$ cat config.mk
export PLATFORM = sky130hd
export DESIGN_NAME = sync_wave_bank
export DESIGN_NICKNAME = d
export VERILOG_FILES = /design/src/rtl/sb_pkg.sv /design/src/rtl/sb_cfg_regs.sv /design/src/rtl/sb_counter.sv /design/src/rtl/sync_wave_bank.sv
export SDC_FILE = /design/constraint.sdc
export NUM_CORES = 2
export LEC_CHECK = 0
export BUFFER_PORTS_ARGS = -buffer_cell sky130_fd_sc_hd__buf_2
export CAP_MARGIN = 15
export CORE_AREA = 2 2 356 358
export DETAILED_ROUTE_END_ITERATION = 8
export DIE_AREA = 0 0 358 360
export GPL_TIMING_DRIVEN = 0
export SLEW_MARGIN = 5
export SYNTH_ARGS = -nofsm -noshare
export SYNTH_HDL_FRONTEND = slang
export SYNTH_HIERARCHICAL = 1
export SYNTH_SLANG_ARGS = --single-unit
$ cat constraint.sdc
create_clock -name clk -period 17.2 [get_ports clk]
set_input_delay 0.86 -clock clk [delete_from_list [all_inputs] [get_ports clk]]
set_output_delay 0.86 -clock clk [all_outputs]
set_load 0.005 [all_outputs]
$ cat src/rtl/sb_pkg.sv
package sb_pkg;
  localparam int MAX_CTR = 8;
  localparam int CNT_W   = 12;
  localparam int POS_W   = 10;
  localparam int SEL_W   = $clog2(MAX_CTR + 2);
  localparam int PIDX_W  = $clog2(MAX_CTR);

  // word 0 field offsets
  localparam int F_RMAX = 0;
  localparam int F_RSEL = CNT_W;
  localparam int F_OFS  = 16;
  localparam int F_OSEL = 16 + CNT_W;
  // word 1 field offsets
  localparam int F_REP  = 0;
  localparam int F_CSEL = CNT_W;
  localparam int F_POL  = 16;
  localparam int F_INV  = 17;
  // word 2 field offsets
  localparam int F_UP   = 0;
  localparam int F_DN   = 16;

  typedef struct packed {
    logic [CNT_W-1:0] run_max;
    logic [SEL_W-1:0] run_sel;
    logic [CNT_W-1:0] ofs_cnt;
    logic [SEL_W-1:0] ofs_sel;
    logic [CNT_W-1:0] rep_cnt;
    logic [SEL_W-1:0] clr_sel;
    logic             pol_en;
    logic             inv;
    logic [POS_W-1:0] up_pos;
    logic [POS_W-1:0] dn_pos;
  } ctr_cfg_t;

  typedef enum logic [1:0] {PH_DLY = 2'd0, PH_RUN = 2'd1, PH_DONE = 2'd2} phase_t;
endpackage

$ cat src/rtl/sb_cfg_regs.sv
module sb_cfg_regs
  import sb_pkg::*;
#(
  parameter int N_CTR  = 8,
  parameter int ADDR_W = 5,
  parameter int DATA_W = 32
) (
  input  logic              clk,
  input  logic              rst,
  input  logic              lock,
  input  logic              we,
  input  logic [ADDR_W-1:0] addr,
  input  logic [DATA_W-1:0] wdata,
  output ctr_cfg_t          cfg_o [N_CTR]
);
  localparam int IDX_W = ADDR_W - 2;

  ctr_cfg_t regs_q [N_CTR];

  for (genvar g = 0; g < N_CTR; g++) begin : g_reg
    logic hit;
    assign hit = we && !lock && (addr[ADDR_W-1:2] == IDX_W'(g));

    always_ff @(posedge clk) begin
      if (rst) begin
        regs_q[g] <= '0;
      end else if (hit) begin
        case (addr[1:0])
          2'd0: begin
            regs_q[g].run_max <= wdata[F_RMAX +: CNT_W];
            regs_q[g].run_sel <= wdata[F_RSEL +: SEL_W];
            regs_q[g].ofs_cnt <= wdata[F_OFS  +: CNT_W];
            regs_q[g].ofs_sel <= wdata[F_OSEL +: SEL_W];
          end
          2'd1: begin
            regs_q[g].rep_cnt <= wdata[F_REP  +: CNT_W];
            regs_q[g].clr_sel <= wdata[F_CSEL +: SEL_W];
            regs_q[g].pol_en  <= wdata[F_POL];
            regs_q[g].inv     <= wdata[F_INV];
          end
          2'd2: begin
            regs_q[g].up_pos  <= wdata[F_UP +: POS_W];
            regs_q[g].dn_pos  <= wdata[F_DN +: POS_W];
          end
          default: ;
        endcase
      end
    end

    assign cfg_o[g] = regs_q[g];

    // configuration is frozen while the bank runs
    a_r1_frozen_when_running: assert property (@(posedge clk) disable iff (rst)
      lock |=> $stable(regs_q[g]));
  end
endmodule

$ cat src/rtl/sb_counter.sv
module sb_counter
  import sb_pkg::*;
#(
  parameter int IDX = 0
) (
  input  logic               clk,
  input  logic               rst,
  input  logic               run,
  input  ctr_cfg_t           cfg,
  input  logic               pix_ce,
  input  logic [MAX_CTR-1:0] prior,
  output logic               stb,
  output logic               stb_o,
  output logic               wave_o
);
  logic [CNT_W-1:0] cnt_q, cnt_d;
  logic [CNT_W-1:0] dly_q, dly_d;
  logic [CNT_W-1:0] rep_q, rep_d;
  phase_t           phase_q, phase_d;
  logic             wave_q, wave_d;
  logic             t_run, t_dly, t_clr;

  function automatic logic pick(input logic [SEL_W-1:0] sel,
                                input logic pix,
                                input logic [MAX_CTR-1:0] lower);
    int k;
    k = int'(sel) - 2;
    if (sel == '0) return 1'b0;
    if (sel == SEL_W'(1)) return pix;
    if (k < IDX) return lower[k[PIDX_W-1:0]];
    return 1'b0;
  endfunction

  assign t_run = pick(cfg.run_sel, pix_ce, prior);
  assign t_dly = pick(cfg.ofs_sel, pix_ce, prior);
  assign t_clr = pick(cfg.clr_sel, pix_ce, prior);

  assign stb = run && (phase_q == PH_RUN) && t_run && (cnt_q == cfg.run_max);

  always_comb begin
    cnt_d   = cnt_q;
    dly_d   = dly_q;
    rep_d   = rep_q;
    phase_d = phase_q;
    wave_d  = wave_q;
    if (!run || t_clr) begin
      cnt_d   = '0;
      dly_d   = cfg.ofs_cnt;
      rep_d   = cfg.rep_cnt;
      phase_d = (cfg.ofs_cnt != '0) ? PH_DLY : PH_RUN;
      wave_d  = 1'b0;
    end else begin
      case (phase_q)
        PH_DLY: begin
          if (t_dly) begin
            if (dly_q <= CNT_W'(1)) phase_d = PH_RUN;
            else                    dly_d   = dly_q - CNT_W'(1);
          end
        end
        PH_RUN: begin
          if (t_run) begin
            if (cnt_q == cfg.run_max) begin
              cnt_d = '0;
              if (cfg.rep_cnt != '0) begin
                if (rep_q <= CNT_W'(1)) phase_d = PH_DONE;
                else                    rep_d   = rep_q - CNT_W'(1);
              end
            end else begin
              cnt_d = cnt_q + CNT_W'(1);
            end
            if (phase_d == PH_DONE)                          wave_d = 1'b0;
            else if (cnt_d == CNT_W'(cfg.dn_pos >> 1))       wave_d = 1'b0;
            else if (cnt_d == CNT_W'(cfg.up_pos >> 1))       wave_d = 1'b1;
          end
        end
        default: ;
      endcase
    end
    if (!cfg.pol_en) wave_d = 1'b0;
  end

  always_ff @(posedge clk) begin
    if (rst) begin
      cnt_q   <= '0;
      dly_q   <= '0;
      rep_q   <= '0;
      phase_q <= PH_RUN;
      wave_q  <= 1'b0;
      stb_o   <= 1'b0;
      wave_o  <= 1'b0;
    end else begin
      cnt_q   <= cnt_d;
      dly_q   <= dly_d;
      rep_q   <= rep_d;
      phase_q <= phase_d;
      wave_q  <= wave_d;
      stb_o   <= stb;
      wave_o  <= wave_d ^ cfg.inv;
    end
  end

  // the count never passes the programmed period while running
  a_r3_count_in_range: assert property (@(posedge clk) disable iff (rst)
    (run && phase_q == PH_RUN) |-> (cnt_q <= cfg.run_max));

  // a counter still in its start delay emits no strobe
  a_r5_delay_silent: assert property (@(posedge clk) disable iff (rst)
    (phase_q == PH_DLY) |=> !stb_o);

  // a stopped counter stays stopped until a clear and stays silent
  a_r6_done_sticks: assert property (@(posedge clk) disable iff (rst)
    (run && phase_q == PH_DONE && !t_clr) |=> (phase_q == PH_DONE));
  a_r6_done_silent: assert property (@(posedge clk) disable iff (rst)
    (phase_q == PH_DONE) |=> !stb_o);

  // with the waveform disabled only the inversion bit reaches the output
  a_r9_plain_level: assert property (@(posedge clk) disable iff (rst)
    !cfg.pol_en |=> (wave_o == $past(cfg.inv)));
endmodule

$ cat src/rtl/sync_wave_bank.sv
module sync_wave_bank
  import sb_pkg::*;
#(
  parameter int N_CTR  = 8,
  parameter int DATA_W = 32,
  localparam int ADDR_W = $clog2(N_CTR) + 2
) (
  input  logic              clk,
  input  logic              rst,
  input  logic              en,
  input  logic              pix_ce,
  input  logic              cfg_we,
  input  logic [ADDR_W-1:0] cfg_addr,
  input  logic [DATA_W-1:0] cfg_wdata,
  output logic [N_CTR-1:0]  stb_o,
  output logic [N_CTR-1:0]  wave_o
);
  ctr_cfg_t           cfg_w [N_CTR];
  logic [MAX_CTR-1:0] stb_all;

  sb_cfg_regs #(
    .N_CTR (N_CTR),
    .ADDR_W(ADDR_W),
    .DATA_W(DATA_W)
  ) u_regs (
    .clk  (clk),
    .rst  (rst),
    .lock (en),
    .we   (cfg_we),
    .addr (cfg_addr),
    .wdata(cfg_wdata),
    .cfg_o(cfg_w)
  );

  for (genvar g = 0; g < N_CTR; g++) begin : g_ctr
    localparam logic [MAX_CTR-1:0] LOW_MASK = (MAX_CTR'(1) << g) - MAX_CTR'(1);
    logic [MAX_CTR-1:0] lower;
    assign lower = stb_all & LOW_MASK;

    sb_counter #(.IDX(g)) u_ctr (
      .clk   (clk),
      .rst   (rst),
      .run   (en),
      .cfg   (cfg_w[g]),
      .pix_ce(pix_ce),
      .prior (lower),
      .stb   (stb_all[g]),
      .stb_o (stb_o[g]),
      .wave_o(wave_o[g])
    );
  end

  for (genvar g = N_CTR; g < MAX_CTR; g++) begin : g_pad
    assign stb_all[g] = 1'b0;
  end

  // an idle bank emits no strobes
  a_r2_idle_quiet: assert property (@(posedge clk) disable iff (rst)
    !en |=> (stb_o == '0));
endmodule

# Yosys cells after proc, flatten, opt, wreduce, memory -nomap -nowiden
# Memory sizes are Yosys's and may differ from the RTL's.
# Cells that the tools add are included.
[word_totals]
ff_bits = 328
wordCells = 1315
output_inout_bits = 16
latchBits = 0
in_bits = 42
ram_bits = 560
rom_bits = 24
mem_count = 4
[classes]
addsub = 48
muxes = 754
shifts = 0
magnitude_cmp = 64
reduce_logical = 188
n_div = 0
eq_ne = 113
bitwise = 88
mul = 0
[mem_list]
columns = ["memory", "depth", "word_bits", "read_ports", "rd_clocked_by_memory_dff", "wr", "line", "rtl"]
rows = [
  ["u_regs.regs_q", 8, 70, 8, 0, 8, "sb_cfg_regs.sv:18", "ctr_cfg_t regs_q [N_CTR];"],
  ["(name not given)", 8, 1, 1, 0, 0, "sb_counter.sv:30", "if (k < IDX) return lower[k[PIDX_W-1:0]];"],
  ["(name not given)", 8, 1, 1, 0, 0, "sb_counter.sv:30", ""],
  ["(name not given)", 8, 1, 1, 0, 0, "sb_counter.sv:30", ""],
]
[ops]
columns = ["op", "n"]
rows = [
  ["$mux W12", 136],
  ["$mux W1", 469],
  ["$lt A32 B4 Y1 const B", 12],
  ["$eq A12 B9 Y1", 16],
  ["$le A12 B1 Y1 const B", 16],
  ["$lt A32 B3 Y1 const B", 6],
  ["$reduce_bool A12 Y1", 16],
  ["$sub A12 B1 Y12 const B", 16],
  ["$mux W10", 16],
  ["$mux W2", 80],
  ["$sub A4 B2 Y5 const B", 24],
  ["$add A12 B1 Y12 const B", 8],
  ["$eq A12 B12 Y1", 8],
  ["$eq A4 B1 Y1 const B", 24],
  ["$logic_not A4 Y1", 24],
  ["$lt A3 B4 Y1 const B", 24],
  ["$lt A32 B1 Y1 const B", 3],
  ["$lt A32 B2 Y1 const B", 3],
  ["$mux W4", 24],
  ["$reduce_bool A2 Y1", 48],
  ["$or A1 B1 Y1", 80],
  ["$bmux W1 S3", 21],
  ["$ne A3 B1 Y1 const B", 16],
  ["$reduce_and A5 Y1", 8],
  ["19 further kinds", 157],
]

# Depth between registers and ports, before layout
# An unclocked memory read counts as a cell.
[depth]
depth_word = 77
depth_mapped = 47
ltp_nobuf = 38

# Modules after synthesis
# Netlist, hierarchy kept.
[modules_own_cells]
columns = ["mod", "seq_area_each_um2", "cells_each", "area_each_um2", "n_inst"]
rows = [
  ["sb_cfg_regs", 16816.1, 1457, 23844.1, 1],
  ["sb_counter (g_ctr[7].u_ctr)", 820.8, 426, 3329.4, 1],
  ["sb_counter (g_ctr[5].u_ctr)", 820.8, 393, 3321.9, 1],
  ["sb_counter (g_ctr[3].u_ctr)", 820.8, 416, 3294.4, 1],
  ["sb_counter (g_ctr[1].u_ctr)", 820.8, 427, 3285.7, 1],
  ["sb_counter (g_ctr[6].u_ctr)", 820.8, 408, 3250.6, 1],
  ["sb_counter (g_ctr[0].u_ctr)", 820.8, 388, 3156.8, 1],
  ["sb_counter (g_ctr[4].u_ctr)", 820.8, 399, 3133.0, 1],
  ["sb_counter (g_ctr[2].u_ctr)", 820.8, 389, 3125.5, 1],
  ["sync_wave_bank", 0.0, 1, 3.8, 1],
]

# Worst setup path before layout
# Ideal clock, no wire load.
[synth_path]
kind = "register -> register"
from = "register g_ctr[0].u_ctr.cnt_q[1]"
to = "register g_ctr[7].u_ctr.rep_q[7]"
setup_slack_ns = 5.095
setup_ns = 0.079
stages_incl_launch_ff = 47
arrival_ns = 12.026
period_less_slack_ns = 12.105
n_path_buf = 8
t_required_ns = 17.121
cell_sequence = "dfxtp_1 > xnor2_1 > nand4_2 > nor3_2 > dlygate4sd1_1 > clkbuf_1 > and3_1 > mux2i_1 > a2111oi_0 > a21o_1 > nand2_1 > clkbuf_1 > nor3_1 > mux2i_1 > mux2i_1 > and2_0 > and3_1 > a2111oi_0 > (+11 left out) > o31a_1 > clkbuf_1 > and3_1 > mux2i_1 > a31oi_1 > and4_1 > o2111ai_4 > clkbuf_1 > clkbuf_1 > nor2_1 > nor2b_1 > a2111oi_0 > or4_4 > a2111oi_4 > nand3_4 > or4_4 > xor2_1 > a211oi_2"
[synth_via]
elab_chain_cells = 59
word_cells_on_any_way = 70
classes_between = "2 x eq/ne; 49 x mux; 19 x reduce/logical"
[synth_lines]
columns = ["item", "line", "rtl"]
rows = [
  ["from (decl)", "sb_counter.sv:16", "logic [CNT_W-1:0] cnt_q, cnt_d;"],
  ["from (signal assigned)", "sb_counter.sv:92", "cnt_q <= cnt_d;"],
  ["$eq A12 B12 Y1 *", "sb_counter.sv:38", "assign stb = run && (phase_q == PH_RUN) && t_run && (cnt_q == cfg.run_max);"],
  ["$logic_and A1 B1 Y1 *", "sb_counter.sv:38", ""],
  ["via g_ctr[1].lower[0]", "sync_wave_bank.sv:37", "logic [MAX_CTR-1:0] lower;"],
  ["$bmux W1 S3 *", "sb_counter.sv:30", ""],
  ["$mux W1 (not written as such) *", "sb_counter.sv:30", ""],
  ["$mux W1 *", "sb_counter.sv:30", ""],
  ["$mux W1 *", "sb_counter.sv:31", "return 1'b0;"],
  ["$mux W1 *", "sb_counter.sv:30", ""],
  ["(+3 left out)", "n/a", ""],
  ["via g_ctr[2].lower[1]", "sync_wave_bank.sv:37", ""],
  ["(+8 left out)", "n/a", ""],
  ["via g_ctr[3].lower[2]", "sync_wave_bank.sv:37", ""],
  ["(+8 left out)", "n/a", ""],
  ["via g_ctr[4].lower[3]", "sync_wave_bank.sv:37", ""],
  ["(+8 left out)", "n/a", ""],
  ["via g_ctr[5].lower[4]", "sync_wave_bank.sv:37", ""],
  ["(+8 left out)", "n/a", ""],
  ["via g_ctr[6].lower[5]", "sync_wave_bank.sv:37", ""],
  ["(+8 left out)", "n/a", ""],
  ["via g_ctr[7].lower[6]", "sync_wave_bank.sv:37", ""],
  ["(+1 left out)", "n/a", ""],
  ["$mux W1 (not written as such)", "sb_counter.sv:30", ""],
  ["$mux W1", "sb_counter.sv:30", ""],
  ["$mux W1", "sb_counter.sv:31", ""],
  ["$mux W1", "sb_counter.sv:30", ""],
  ["$mux W1", "sb_counter.sv:29", "if (sel == SEL_W'(1)) return pix;"],
  ["$logic_or A1 B1 Y1", "sb_counter.sv:46", "if (!run || t_clr) begin"],
  ["$ne A2 B1 Y1 (no source line) or $reduce_bool A2 Y1 (tied branches)", "n/a", ""],
  ["$reduce_and A5 Y1 (no source line)", "n/a", ""],
  ["to (signal assigned)", "sb_counter.sv:94", "rep_q <= rep_d;"],
  ["to (decl)", "sb_counter.sv:18", "logic [CNT_W-1:0] rep_q, rep_d;"],
]
# The timed path passes the listed nets; every way through them passes the cells marked *. The select of a mux whose other input is x is not followed.
# A chain may end at the register's enable or synchronous reset.

# Worst setup path after layout
[layout_path]
from = "input port pix_ce"
to = "register g_ctr[7].u_ctr.rep_q[7]"
[layout_via]
elab_chain_cells = 64
word_cells_on_any_way = 83
classes_between = "1 x eq/ne; 62 x mux; 20 x reduce/logical"
[layout_lines]
columns = ["item", "line", "rtl"]
rows = [
  ["from (decl)", "sync_wave_bank.sv:11", "input logic pix_ce,"],
  ["$mux W1 *", "sb_counter.sv:29", ""],
  ["$mux W1", "sb_counter.sv:30", ""],
  ["$mux W1", "sb_counter.sv:31", ""],
  ["$mux W1 *", "sb_counter.sv:30", ""],
  ["$mux W1 *", "sb_counter.sv:29", ""],
  ["$logic_and A1 B1 Y1 * (2 in a row)", "sb_counter.sv:38", ""],
  ["via g_ctr[1].lower[0]", "sync_wave_bank.sv:37", ""],
  ["$bmux W1 S3 *", "sb_counter.sv:30", ""],
  ["(+7 left out)", "n/a", ""],
  ["via g_ctr[2].lower[1]", "sync_wave_bank.sv:37", ""],
  ["(+8 left out)", "n/a", ""],
  ["via g_ctr[3].lower[2]", "sync_wave_bank.sv:37", ""],
  ["(+8 left out)", "n/a", ""],
  ["via g_ctr[4].lower[3]", "sync_wave_bank.sv:37", ""],
  ["(+8 left out)", "n/a", ""],
  ["via g_ctr[5].lower[4]", "sync_wave_bank.sv:37", ""],
  ["(+8 left out)", "n/a", ""],
  ["via g_ctr[6].lower[5]", "sync_wave_bank.sv:37", ""],
  ["(+8 left out)", "n/a", ""],
  ["via g_ctr[7].lower[6]", "sync_wave_bank.sv:37", ""],
  ["(+1 left out)", "n/a", ""],
  ["$mux W1 (not written as such)", "sb_counter.sv:30", ""],
  ["$mux W1", "sb_counter.sv:30", ""],
  ["$mux W1", "sb_counter.sv:31", ""],
  ["$mux W1", "sb_counter.sv:30", ""],
  ["$mux W1", "sb_counter.sv:29", ""],
  ["$logic_or A1 B1 Y1", "sb_counter.sv:46", ""],
  ["$ne A2 B1 Y1 (no source line) or $reduce_bool A2 Y1 (tied branches)", "n/a", ""],
  ["$reduce_and A5 Y1 (no source line)", "n/a", ""],
]
# Marks and branches as above.

==> parameters.txt <==
Parameter                              Value

Logic synthesis
  Instance count of the mapped netlist    approximately 4,700
  Number of warning messages in the yosys log    6
  Avg Synthesized Cell Area    ~11 um2
  Summed instance area of the synthesized netlist    between 40,000 and 50,000 um2

Worst setup path
  CP required    17.79 ns
  Critical path type    in2reg
  Highest-delay cell along the critical path    sky130_fd_sc_hd__nor4_1
  Most used cell, CP    sky130_fd_sc_hd__clkbuf_1
  Slack of the worst reg-to-reg path    approximately 0.83 ns
  Worst Path Max Fanout    23
  Delay of the slowest cell on the worst path    about 0.80 ns
  Startpoint kind of the worst setup timing path    primary input
  Critical Path Sink Type    register
  R2R cell count    49
  Worst R2R End    g_ctr[7].u_ctr/rep_q[7]
  Critical Path AT    between 15 and 20 ns
  Worst R2R Start    g_ctr[0].u_ctr/cnt_q[1]

Global routing
  All-layer global routing usage    between 20 and 30%
  Met3 Usage GRT    under 10%
  Global-route wire length before repair    242 mm
  Global-route met1 utilization    35.9%
  GRT met2 Usage    a little under two fifths
  Busiest layer in global routing    met2
  Number of antenna violations at the first check in global routing    16
  Via count of the first global-routing pass    36,339
  Remaining global-route overflow    0
  Largest net degree at the start of global routing    33

Die
  Standard cell core area    between 100,000 and 150,000 um2
  Die height    about 360 um
  Area of the die    129,000 um2
  Top-level port count    58
  Row count    between 100 and 150
  Initial Util    between 30% and 40%
  Die X-Extent    358 um

CTS
  CTS Hold Buffers Added    0
  CTS buffer count    98
  TritonCTS clock tree    done
  Clock Sink Count    a little under 900
  CTS root buffer    sky130_fd_sc_hd__clkbuf_16
  Worst-case clock buffer depth    3
  Clock latency at the later pin of the worst-skew pair    roughly 0.69 ns
  Clock slew at the register clock pins of the worst setup and hold paths    0.06 ns
  H-tree levels    3
  Post-CTS setup repair buffer count    0

Pwr
  Overall power of the completed layout    roughly 5 mW
  Peak supply drop    between 0.07 and 0.08 mV
  Total power divided by cell area    91.7 nW/um2
  Leak pwr    17.2 nW

Route
  Mean number of vias per cell    between 5 and 6
  Post-detailed-route count of antenna-violating nets    0
  Total wirelength of the detailed-routed design    167 mm
  Wire length per cell after detailed routing    25.3 um
  Drt pass-1 iters    6
  DRC violation count after routing    0
  Via Count    ~40,000
  DRT iter0 DRCs    4,642

Placed design
  Detailed placement HPWL    116 mm
  Port Buffer Count    between 50 and 60
  Placer congestion estimate    approximately 0.95
  Placed instance count    approximately 6,400
  Cell Area, Placed    about 52,000 um2

Timing
  RSZ-0062 raised after global routing    false
  Peak Freq    60.5 MHz
  Period utilization    between 90% and 100%
  Final Hold Vio Count    0
  Max-Slew Margin vs Limit    18.4%
  Final clock skew    ~0.033 ns
  Setup TNS    0 ns
  Worst Tran Pin Value    ~1.2 ns
  Max-slew violation total from the final report    0
  Post-route minimum period    about 17 ns
  Number of endpoints failing setup at the final stage    0

Cells and area
  Number of filler cells placed in the layout    11,814
  Area of all placed cells without fillers    between 50,000 and 60,000 um2
  Share of cells above drive strength 1    between 20 and 25%
  Share of the core filled with cells in the final layout    between 40 and 50%
  Count of non-filler cells in the finished layout    6,599
  Layout-stage area growth over the synthesis result    13.0%
  Fin nets    around 5,000

Flow run
  Reported max-cap violation count    0

Worst hold path
  Destination of the worst hold path    g_ctr[7].u_ctr/phase_q[1]
  Worst Hold Launch    g_ctr[7].u_ctr/phase_q[1]
  Count of cells along the worst hold path    2
  Hold/Removal Path Class    reg2reg

Outcome
  Status    finished clean
## worst max path at each step
stage / from / to / slack (ns) / depth (start not counted)
5_1_grt: g_ctr[0].u_ctr/cnt_q[1] / g_ctr[7].u_ctr/rep_q[7] / 0.15 / 49
6_report: pix_ce / g_ctr[7].u_ctr/rep_q[7] / 0.67 / 48
3_3_place_gp: pix_ce / g_ctr[7].u_ctr/rep_q[7] / -4.77 / 45
2_1_floorplan: g_ctr[0].u_ctr/cnt_q[1] / g_ctr[7].u_ctr/rep_q[7] / 5.09 / 46
4_1_cts: g_ctr[0].u_ctr/cnt_q[1] / g_ctr[7].u_ctr/rep_q[7] / 0.14 / 49
3_5_place_dp: pix_ce / g_ctr[7].u_ctr/rep_q[7] / -0.79 / 48
## worst max-delay path: cells and delay by family
| family | cells | cell delay (ns) |
|---|---|---|
| and+or+nand+nor | 18 | 7.80 |
| buffers and inverters | 11 | 3.74 |
| AOI/OAI and AO/OA | 12 | 3.23 |
| muxes | 6 | 1.16 |
| xor gates and xnor gates | 1 | 0.16 |
## report_power, final
| group | switching [mW] | leakage [nW] | internal [mW] | total (mW) |
|---|---|---|---|---|
| Clock | 0.903 | 1.64 | 1.30 | 2.21 |
| Combinational | 0.314 | 7.65 | 0.151 | 0.466 |
| Sequential | 0.0920 | 7.87 | 2.33 | 2.42 |
| Total | 1.31 | 17.2 | 3.78 | 5.09 |
## cells in the final DEF, fill, tap and decap left out, types with 63 or more instances in the layout
cell,n
sky130_fd_sc_hd__a211oi_1,158
sky130_fd_sc_hd__ha_1,63
sky130_fd_sc_hd__o21ai_0,139
sky130_fd_sc_hd__nand3_1,100
sky130_fd_sc_hd__clkbuf_1,189
sky130_fd_sc_hd__dfxtp_1,328
sky130_fd_sc_hd__mux2i_1,64
sky130_fd_sc_hd__clkbuf_16,101
sky130_fd_sc_hd__edfxtp_1,544
sky130_fd_sc_hd__nor2_1,455
sky130_fd_sc_hd__xnor2_1,207
sky130_fd_sc_hd__xor2_1,102
sky130_fd_sc_hd__buf_2,155
sky130_fd_sc_hd__nand2_1,176
sky130_fd_sc_hd__nor4_1,111
sky130_fd_sc_hd__a21oi_1,162
sky130_fd_sc_hd__inv_1,129
sky130_fd_sc_hd__nor3_2,387
sky130_fd_sc_hd__nor3_1,255
## flip-flops by register name, summed over array words and instances (netlist names)
name                 cells
g_ctr.u_ctr/wave_q       8
g_ctr.u_ctr/wave_o       8
u_regs/regs_q          544
g_ctr.u_ctr/stb_o        8
g_ctr.u_ctr/phase_q     16
g_ctr.u_ctr/dly_q       96
g_ctr.u_ctr/rep_q       96
g_ctr.u_ctr/cnt_q       96
## layout make-up
class                           count  area (um2)  area share [%]
Buffer                            404        2260            4.06
Multi-Input combinational cell   3273       23700            42.7
Tap cell                         1650        2060            3.72
Clock inverter                     58         666            1.20
Antenna cell                        4        10.0          0.0180
Inverter                          129         484           0.872
Timing Repair Buffer               81         713            1.28
Clock buffer                      128        2700            4.86
Sequential cell                   872       22900            41.3
## metal layers
| metal | up-vias | share of wire (%) |
|---|---|---|
| met5 | - | 0.033 |
| met4 | 8 | 4.5 |
| met3 | 359 | 11 |
| met2 | 1855 | 42 |
| met1 | 19036 | 43 |
| li1 | 17776 | - |
## metrics by stage
stage,hold slack (ns),setup slack [ns]
floorplan,0.434,5.09
global placement,0.474,-4.77
detailed placement,0.472,-0.793
CTS,0.481,0.137
global route,0.492,0.151
finish,0.489,0.667
## timing repair
action,CTS,global route
setup endpoints to repair,5,36
gates resized for setup,1,4
gates cloned,0,0
(Power assumes the default switching activity.)
